===== src/rtl/tlb_pkg.sv =====
package tlb_pkg;
  localparam int OFF_BITS      = 12;
  localparam int HUGE_OFF_BITS = 21;

  typedef enum logic [1:0] {
    SRC_MERGE = 2'd0,
    SRC_FREE  = 2'd1,
    SRC_EVICT = 2'd2
  } fill_src_e;
endpackage


===== src/rtl/tlb_slot.sv =====
module tlb_slot #(
  parameter int VPNW  = 20,
  parameter int PFNW  = 20,
  parameter int ASIDW = 8,
  parameter int PROTW = 3,
  parameter int LBITS = 9
) (
  input  logic             clk,
  input  logic             rst_n,
  input  logic             clr,
  input  logic             inv_id_en,
  input  logic [ASIDW-1:0] inv_id,
  input  logic             wr,
  input  logic             kill,
  input  logic [VPNW-1:0]  f_vpn,
  input  logic [PFNW-1:0]  f_pfn,
  input  logic [PROTW-1:0] f_prot,
  input  logic             f_glob,
  input  logic             f_large,
  input  logic [ASIDW-1:0] f_asid,
  input  logic [VPNW-1:0]  lk_vpn,
  input  logic [ASIDW-1:0] cur_asid,
  output logic             hit,
  output logic             conflict,
  output logic [PFNW-1:0]  frame,
  output logic [PROTW-1:0] prot,
  output logic             valid,
  output logic             glob,
  output logic [ASIDW-1:0] asid
);
  logic             large_q;
  logic [VPNW-1:0]  vpn_q;
  logic [PFNW-1:0]  pfn_q;
  logic [PROTW-1:0] prot_q;
  logic             tag_ok, page_ok, f_tag_ok, f_page_ok;

  always_ff @(posedge clk) begin
    if (!rst_n)                                     valid <= 1'b0;
    else if (clr)                                   valid <= 1'b0;
    else if (inv_id_en && !glob && asid == inv_id)  valid <= 1'b0;
    else if (wr)                                    valid <= 1'b1;
    else if (kill)                                  valid <= 1'b0;
  end

  always_ff @(posedge clk) begin
    if (wr) begin
      glob    <= f_glob;
      large_q <= f_large;
      asid    <= f_asid;
      vpn_q   <= f_vpn;
      pfn_q   <= f_pfn;
      prot_q  <= f_prot;
    end
  end

  always_comb begin
    tag_ok  = glob || (asid == cur_asid);
    page_ok = large_q ? (vpn_q[VPNW-1:LBITS] == lk_vpn[VPNW-1:LBITS])
                      : (vpn_q == lk_vpn);
    hit     = valid && tag_ok && page_ok;
    frame   = '0;
    prot    = '0;
    if (hit) begin
      frame = large_q ? {pfn_q[PFNW-1:LBITS], lk_vpn[LBITS-1:0]} : pfn_q;
      prot  = prot_q;
    end
    f_tag_ok  = glob || f_glob || (asid == f_asid);
    f_page_ok = (large_q || f_large) ? (vpn_q[VPNW-1:LBITS] == f_vpn[VPNW-1:LBITS])
                                     : (vpn_q == f_vpn);
    conflict  = valid && f_tag_ok && f_page_ok;
  end
endmodule


===== src/rtl/tlb_pick.sv =====
module tlb_pick #(
  parameter int NENT = 16
) (
  input  logic            clk,
  input  logic            rst_n,
  input  logic            fire,
  input  logic [NENT-1:0] valid,
  input  logic [NENT-1:0] conflict,
  output logic [NENT-1:0] wr,
  output logic [NENT-1:0] kill
);
  import tlb_pkg::*;
  localparam int IDXW = (NENT > 1) ? $clog2(NENT) : 1;

  logic [IDXW-1:0] rr_q;
  logic [NENT-1:0] target;
  fill_src_e       src;

  function automatic logic [NENT-1:0] lowest(input logic [NENT-1:0] v);
    logic [NENT-1:0] r;
    r = '0;
    for (int i = NENT - 1; i >= 0; i--) begin
      if (v[i]) begin
        r    = '0;
        r[i] = 1'b1;
      end
    end
    return r;
  endfunction

  always_comb begin
    if (|conflict)    src = SRC_MERGE;
    else if (&valid)  src = SRC_EVICT;
    else              src = SRC_FREE;
    case (src)
      SRC_MERGE: target = lowest(conflict);
      SRC_FREE:  target = lowest(~valid);
      default:   target = NENT'(1) << rr_q;
    endcase
    wr   = fire ? target : '0;
    kill = (fire && src == SRC_MERGE) ? (conflict & ~target) : '0;
  end

  always_ff @(posedge clk) begin
    if (!rst_n)
      rr_q <= '0;
    else if (fire && src == SRC_EVICT)
      rr_q <= (rr_q == IDXW'(NENT - 1)) ? '0 : rr_q + 1'b1;
  end
endmodule


===== src/rtl/asid_tlb.sv =====
module asid_tlb #(
  parameter int NENT  = 16,
  parameter int VAW   = 32,
  parameter int PAW   = 32,
  parameter int ASIDW = 8,
  parameter int PROTW = 3
) (
  input  logic                             clk,
  input  logic                             rst_n,
  input  logic                             lk_valid,
  input  logic [VAW-1:0]                   lk_va,
  output logic                             lk_hit,
  output logic                             lk_miss,
  output logic [PAW-1:0]                   lk_pa,
  output logic [PROTW-1:0]                 lk_prot,
  input  logic                             fill_valid,
  output logic                             fill_ready,
  input  logic [VAW-tlb_pkg::OFF_BITS-1:0] fill_vpn,
  input  logic [PAW-tlb_pkg::OFF_BITS-1:0] fill_pfn,
  input  logic [PROTW-1:0]                 fill_prot,
  input  logic                             fill_global,
  input  logic                             fill_large,
  input  logic [ASIDW-1:0]                 fill_asid,
  input  logic                             asid_set,
  input  logic [ASIDW-1:0]                 asid_new,
  input  logic                             inv_all,
  input  logic                             inv_id_en,
  input  logic [ASIDW-1:0]                 inv_id
);
  localparam int OFFW  = tlb_pkg::OFF_BITS;
  localparam int LBITS = tlb_pkg::HUGE_OFF_BITS - tlb_pkg::OFF_BITS;
  localparam int VPNW  = VAW - OFFW;
  localparam int PFNW  = PAW - OFFW;

  logic [ASIDW-1:0]            cur_asid;
  logic [NENT-1:0]             hit_vec, conf_vec, valid_vec, glob_vec, wr_vec, kill_vec;
  logic [NENT-1:0][PFNW-1:0]   frame_v;
  logic [NENT-1:0][PROTW-1:0]  prot_v;
  logic [NENT-1:0][ASIDW-1:0]  asid_arr;
  logic [PFNW-1:0]             frame_or;
  logic [PROTW-1:0]            prot_or;
  logic                        fire, any_hit;

  always_ff @(posedge clk) begin
    if (!rst_n)        cur_asid <= '0;
    else if (asid_set) cur_asid <= asid_new;
  end

  assign fill_ready = !(inv_all || inv_id_en);
  assign fire       = fill_valid && fill_ready;

  tlb_pick #(.NENT(NENT)) u_pick (
    .clk(clk), .rst_n(rst_n), .fire(fire), .valid(valid_vec),
    .conflict(conf_vec), .wr(wr_vec), .kill(kill_vec)
  );

  for (genvar g = 0; g < NENT; g++) begin : g_slot
    tlb_slot #(.VPNW(VPNW), .PFNW(PFNW), .ASIDW(ASIDW), .PROTW(PROTW), .LBITS(LBITS)) u_slot (
      .clk(clk), .rst_n(rst_n), .clr(inv_all), .inv_id_en(inv_id_en), .inv_id(inv_id),
      .wr(wr_vec[g]), .kill(kill_vec[g]),
      .f_vpn(fill_vpn), .f_pfn(fill_pfn), .f_prot(fill_prot),
      .f_glob(fill_global), .f_large(fill_large), .f_asid(fill_asid),
      .lk_vpn(lk_va[VAW-1:OFFW]), .cur_asid(cur_asid),
      .hit(hit_vec[g]), .conflict(conf_vec[g]), .frame(frame_v[g]), .prot(prot_v[g]),
      .valid(valid_vec[g]), .glob(glob_vec[g]), .asid(asid_arr[g])
    );
  end

  always_comb begin
    frame_or = '0;
    prot_or  = '0;
    for (int i = 0; i < NENT; i++) begin
      frame_or = frame_or | frame_v[i];
      prot_or  = prot_or | prot_v[i];
    end
  end

  assign any_hit = |hit_vec;
  assign lk_hit  = lk_valid && any_hit;
  assign lk_miss = lk_valid && !any_hit;
  assign lk_pa   = lk_hit ? {frame_or, lk_va[OFFW-1:0]} : '0;
  assign lk_prot = lk_hit ? prot_or : '0;
endmodule


===== config.mk =====
export PLATFORM = sky130hd
export DESIGN_NAME = asid_tlb
export DESIGN_NICKNAME = d
export VERILOG_FILES = /design/src/rtl/tlb_pkg.sv /design/src/rtl/tlb_slot.sv /design/src/rtl/tlb_pick.sv /design/src/rtl/asid_tlb.sv
export SDC_FILE = /design/constraint.sdc
export NUM_CORES = 2
export LEC_CHECK = 0
export ABC_CLOCK_PERIOD_IN_PS = 12400
export CORE_ASPECT_RATIO = 0.6
export CORE_UTILIZATION = 69
export CTS_BUF_LIST = sky130_fd_sc_hd__clkbuf_8
export DETAILED_ROUTE_END_ITERATION = 16
export PLACE_DENSITY = 0.95
export SLEW_MARGIN = 20
export SYNTH_ARGS = -nofsm -noshare
export SYNTH_HDL_FRONTEND = slang
export SYNTH_SLANG_ARGS = --single-unit

===== constraint.sdc =====
create_clock -name clk -period 12.4 [get_ports clk]
set_input_delay 2.48 -clock clk [delete_from_list [all_inputs] [get_ports clk]]
set_output_delay 2.48 -clock clk [all_outputs]
set_load 0.05 [all_outputs]

---- Word level (Yosys, flattened, before mapping) ----
Cells that the tools add are included.
storage, ports and cells
  flip-flop bits (word level) ............. 876
  word-level logic and storage cells ...... 637
cells by class
  $add $sub $neg .......................... 1
  eq/ne operators ......................... 115
  shift-type cells ........................ 1
  multiplexer cells ....................... 152
  bitwise logic cells ..................... 34
  reduce and logical (&&, ||, !) cells .... 220
operators by type and width
  kind                                               count
  == test 20 bit                                     32
  2-to-1 mux 16 bit                                  34
  == test 8 bit                                      48
  == test 11 bit                                     32
  2-to-1 mux 20 bit                                  16
  OR 20 bit                                          15
  2-to-1 mux 9 bit                                   16
  logical AND 1 bit                                  101
  logical OR 1 bit                                   65
  2-to-1 mux 1 bit                                   64
  2-to-1 mux 3 bit                                   17
  OR reduction 3 bit                                 16
  OR 3 bit                                           15
  2-to-1 mux 32 bit                                  1
  inverter 16 bit                                    2
  one-hot mux 16 bit (2 select lines)                1
  nonzero test 2 bit                                 16
  OR reduction 16 bit                                2
  zero test 1 bit                                    18
  bitwise AND 16 bit                                 1
  AND reduction 16 bit                               1
  left shift 1 x 4 -> 16 bit (first input constant)  1
  adder 4 x 1 -> 4 bit (second input constant)       1
  == test 4 bit (second input constant)              1
  6 further kinds                                    7

---- Depth between registers and ports, before layout ----
  depth after elaboration ................. 26
  mapped depth ............................ 12
  mapped depth without buffers ............ 9

---- Modules after synthesis ----
Synthesis repeated with hierarchy kept, for this count alone.
unflattened totals
  cell total of the unflattened synthesis .. 3743
  area, all modules ....................... 48690.4 sq um
modules (own cells, without submodules)
  module    times used  cells an instance  area each (sq um)  seq. area each (sq um)
  tlb_slot  16          212                2894.0             1611.5
  asid_tlb  1           166                1232.4             160.2
  tlb_pick  1           185                1153.6             80.1

---- Least setup slack after synthesis ----
Ideal clock, no wire load.
  path type ............................... input -> register
  from .................................... in fill_vpn[14] in the netlist's numbering
  to ...................................... reg g_slot[3].u_slot.asid[0], enable pin
  library setup time ...................... 563 ps
  arrival ................................. 8409 ps
  required time ........................... 11837 ps
  path slack .............................. 3428 ps
  cell stages on the path ................. 10
  cell sequence ........................... buf_2 buf_4 xnor2_1 nand4_1 nor3_1 o311ai_2 nand4_1 or2_1 nor2_4 a311oi_1
on the way
  longest elaborated chain between the ends .. 20
  elaborated cells on any way between the ends .. 85
  those cells by class .................... 33 x eq/ne; 34 x mux; 18 x reduce/logical
ends and longest elaborated chain
  item                                              RTL line                        source
  start: declaration                                asid_tlb.sv:18                  input logic [VAW-tlb_pkg::OFF_BITS-1:0] fill_vpn,
  == test 20 bit or == test 11 bit (tied branches)  tlb_slot.sv:69, tlb_slot.sv:68
  2-to-1 mux 1 bit                                  tlb_slot.sv:68                  f_page_ok = (large_q || f_large) ? (vpn_q[VPNW-1:LBITS] == f_vpn[VPNW-1:LBITS])
  logical AND 1 bit                                 tlb_slot.sv:70                  conflict = valid && f_tag_ok && f_page_ok;
  2-to-1 mux 16 bit (15 in a row)                   tlb_pick.sv:23                  if (v[i]) begin
  one-hot mux 16 bit (2 select lines) (*)           tlb_pick.sv:35                  case (src)
  2-to-1 mux 16 bit (*)                             tlb_pick.sv:40                  wr = fire ? target : '0;
  net g_slot[3].u_slot.wr                           tlb_slot.sv:13                  input logic wr,
  end signal: assignment                            tlb_slot.sv:49                  asid <= f_asid;
  end: declaration                                  tlb_slot.sv:29                  output logic [ASIDW-1:0] asid
Mark *: on every way through the listed nets, which the timed path passes. The rest lies on a longest branch.
A chain may end at the register's enable or synchronous reset.

---- Final worst setup path ----
  from .................................... in lk_va[13]
  to ...................................... out lk_pa[19]
on the way
  longest elaborated chain between the ends .. 20
  elaborated cells on any way between the ends .. 82
  those cells by class .................... 16 x eq/ne; 33 x mux; 15 x bitwise; 18 x reduce/logical
ends and longest elaborated chain
  item                     RTL line        source
  start: declaration       asid_tlb.sv:11  input logic [VAW-1:0] lk_va,
  == test 20 bit           tlb_slot.sv:59  : (vpn_q == lk_vpn);
  2-to-1 mux 1 bit         tlb_slot.sv:58  page_ok = large_q ? (vpn_q[VPNW-1:LBITS] == lk_vpn[VPNW-1:LBITS])
  logical AND 1 bit        tlb_slot.sv:60  hit = valid && tag_ok && page_ok;
  2-to-1 mux 20 bit        tlb_slot.sv:63  if (hit) begin
  OR 20 bit (15 in a row)  asid_tlb.sv:73  frame_or = frame_or | frame_v[i];
  2-to-1 mux 32 bit (*)    asid_tlb.sv:81  assign lk_pa = lk_hit ? {frame_or, lk_va[OFFW-1:0]} : '0;
  end: declaration         asid_tlb.sv:14  output logic [PAW-1:0] lk_pa,
Every way passes the cells marked *; elsewhere a longest branch is shown, timed or not.

==> flow_summary.json <==
{
  "status": "completed",
  "report.final.slew_viol_count": 0,
  "worstSkewPairLatency_ns": 0.80,
  "hold_depth": 2,
  "placedCellCount": 4006,
  "overflow": 0,
  "setup_tns_ns": 0,
  "cts_buffer_depth": 3,
  "share_comb_of_total_power_pct": 7.2,
  "fp-row-count": 71,
  "vias": 30600,
  "synth_cell_types": 68,
  "h-tree-depth": 3,
  "synth_area_per_cell_um2": 14.0,
  "grt_pass1_vias": 30400,
  "post_cts.repair.setup_buffers": 0,
  "postCtsHoldBufs": 0,
  "cp.arrival_ns": 8.58,
  "tritoncts": "done",
  "grt_max_degree": 55,
  "gp_congestion": 1.02,
  "post-route-min-period_ns": 11.06,
  "ys_seq_area_share_pct": 59.5,
  "p_leak_nw": 15.3,
  "power_density_mw_per_mm2": 121,
  "syn_to_final_growth_pct": 10.2,
  "routedWlPerCell_um": 33.4,
  "start_util_pct": 69.8,
  "cts_resized": 0,
  "path_cells": "clkdlybuf4s50_1, buf_4, xnor2_1, nand4_1, nor4_1, a31oi_1, nor4_2, buf_4, nor4_1, nand4_1, nand2_2, a31oi_1, clkdlybuf4s50_1",
  "track_usage_pct": 43.6,
  "drcViolationCount": 0,
  "critPathLaunchType": "primary input",
  "final_util_pct": 76.9,
  "rsz0062_at_grt": "no",
  "tightest_slew_ns": 1.25,
  "cts.reportedPaths.clkPinSlew_ns": 0.08,
  "pwr-share-clk_pct": 36.9,
  "yosys.area.top_type_share_pct": 58.3,
  "antenna_found_initial": 9,
  "cap_violations": 0,
  "final_common_cell": "edfxtp_1",
  "numCtsBuffers": 118,
  "grt_pass1_wl_um": 203000,
  "nets": 3401,
  "via_per_inst": 7.23,
  "core_mm2": 0.0626,
  "finalSetupViolCount": 0,
  "die_height_um": 197,
  "slowest_stage": "clkdlybuf4s50_1",
  "switchingPower_mw": 1.42,
  "io_pins": 146,
  "drtIter0Drc": 5216,
  "power_mw": 5.84,
  "ys_warn_count": 0,
  "synthArstFlopShare_pct": 0,
  "hold_viol_final": 0,
  "critPathMaxFanout": 24,
  "yosysTopAreaCell": "edfxtp_1",
  "die_area_mm2": 0.0644,
  "final_cell_mix": "edfxtp_1 (848), xnor2_1 (631), xor2_1 (393)",
  "drive_above_1_share_pct": 13.9,
  "slowest_delay_ns": 1.24,
  "hpwl_um": 86400,
  "synth_area_leaders": "edfxtp_1 (58%), xnor2_1 (13%), xor2_1 (7.9%)",
  "fin_cells": 4229,
  "placement.io_buffers": 145,
  "synth_area_mm2": 0.0437,
  "syn_nets": 3247,
  "clock_sinks": 876,
  "die_width_um": 327,
  "power_switching_share_pct": 24.4,
  "maxSlewHeadroom_pct": 16.1,
  "worstSetupPathType": "primary input to output pin",
  "finalClockSkew_ns": 0.0596,
  "fmax_ghz": 0.0904,
  "synth_flop_cell": "edfxtp_1",
  "hold_class": "flop to flop",
  "vdd_drop_max_uv": 96.9,
  "drtPass1Iterations": 6,
  "p_int_mw": 4.42,
  "required_ns": 9.92,
  "cp-end-kind": "output pin",
  "synth_edf_count": 848,
  "synth-seq-cells": 876,
  "routed_wirelength_um": 141000,
  "clockRootBuffer": "clkbuf_8",
  "ant_nets": 0,
  "syn_inst": 3133,
  "fill_cells": 3300,
  "rr_worst_depth": 9,
  "seqPwrFrac_pct": 55.9,
  "period_share_pct": 89.2
}
==> critical path, delay by kind of cell <==
kind	cells	cell delay, ns
xor gates and xnor gates	1	0.14
buffers and inverters	4	2.76
AOI/OAI and AO/OA	2	0.40
and+or+nand+nor	6	2.72
==> final timing paths <==
kind	startpoint	to	slack (ns)
hold reg to reg	u_pick.rr_q[0]$_SDFFE_PN0P_	u_pick.rr_q[0]$_SDFFE_PN0P_	0.53
setup reg to reg	g_slot[12].u_slot.vpn_q[19]$_DFFE_PP_	g_slot[3].u_slot.pfn_q[6]$_DFFE_PP_	7.08
setup / recovery	lk_va[13]	lk_pa[19]	1.34
hold / removal	u_pick.rr_q[0]$_SDFFE_PN0P_	u_pick.rr_q[0]$_SDFFE_PN0P_	0.53
==> power by group through the flow <==
stage          clock [mW]  sequential (mW)  combinational, mW
2_1_floorplan           0             3.32              0.256
3_3_place_gp            0             3.32              0.382
3_5_place_dp            0             3.33              0.400
4_1_cts              2.13             3.26              0.405
5_1_grt              2.25             3.26              0.434
6_report             2.16             3.26              0.421
==> flip-flops by register name, indices dropped and copies added, names as in the netlist <==
register / flops
g_slot.u_slot.pfn_q: 320
g_slot.u_slot.vpn_q: 320
g_slot.u_slot.asid: 128
g_slot.u_slot.prot_q: 48
g_slot.u_slot.glob: 16
g_slot.u_slot.large_q: 16
g_slot.u_slot.valid: 16
cur_asid: 8
u_pick.rr_q: 4
==> cell type report <==
type                       count  area [um2]  share of cell area, %
sequential                   876       26000                   54.0
multi-input combinational   2028       16700                   34.7
tap                          839        1050                   2.18
antenna                        7        17.5                 0.0364
inverter                      16        60.1                  0.125
clock inverter                88         458                  0.951
timing repair buffer         247        2100                   4.35
clock buffer                 128        1760                   3.66
==> cell families (layout without fill, tap and decap cells) <==
kind of cell	count (synthesis)	count (layout)	share of synthesized area, %
compound gates	341	341	6.20
xor+xnor	1024	1024	20.5
other cells	0	7	0
buf+inv	229	479	2.79
simple gates	503	503	6.86
flops	876	876	59.5
mux	154	154	3.94
fa+ha+maj	6	6	0.172
==> synth_stat cells (6+ instances only) <==
cell type    n
a21oi_1     29
a221oi_1    83
a22o_1      83
a22oi_1     18
a31oi_1     30
a41oi_1     14
and3_1      26
buf_1        6
buf_2       85
buf_4       25
buf_6        7
clkbuf_1    82
dfxtp_1     28
edfxtp_1   848
ha_1         6
inv_1       16
mux2_2     144
mux2i_1     10
nand2_1     26
nand3_1     36
nand4_1    160
nand4b_1    10
nor2_1      56
nor2b_1     15
nor3_1      30
nor4_1     111
nor4_2       7
nor4b_1      7
o21ai_0     26
o311ai_1    11
xnor2_1    631
xor2_1     393
==> layer usage <==
layer  global-route usage, %  wire length (um)  vias up
met1                    57.8             48200    14600
met3                    21.6             28100      615
li1                        -                 -    12100
met5                       0                34        -
met4                    20.0              6990        6
met2                    60.1             57800     3275
==> metrics by stage <==
step | hold WS, ns | worst slack (ns) | area (um2)
CTS | 0.526 | 1.24 | 48200
floorplan | 0.476 | 3.43 | 43700
global route | 0.551 | 1.36 | 48200
finish | 0.528 | 1.34 | 48200
global placement | 0.495 | 1.62 | 45900
detailed placement | 0.516 | 1.37 | 45900
(Power assumes the default switching activity.)
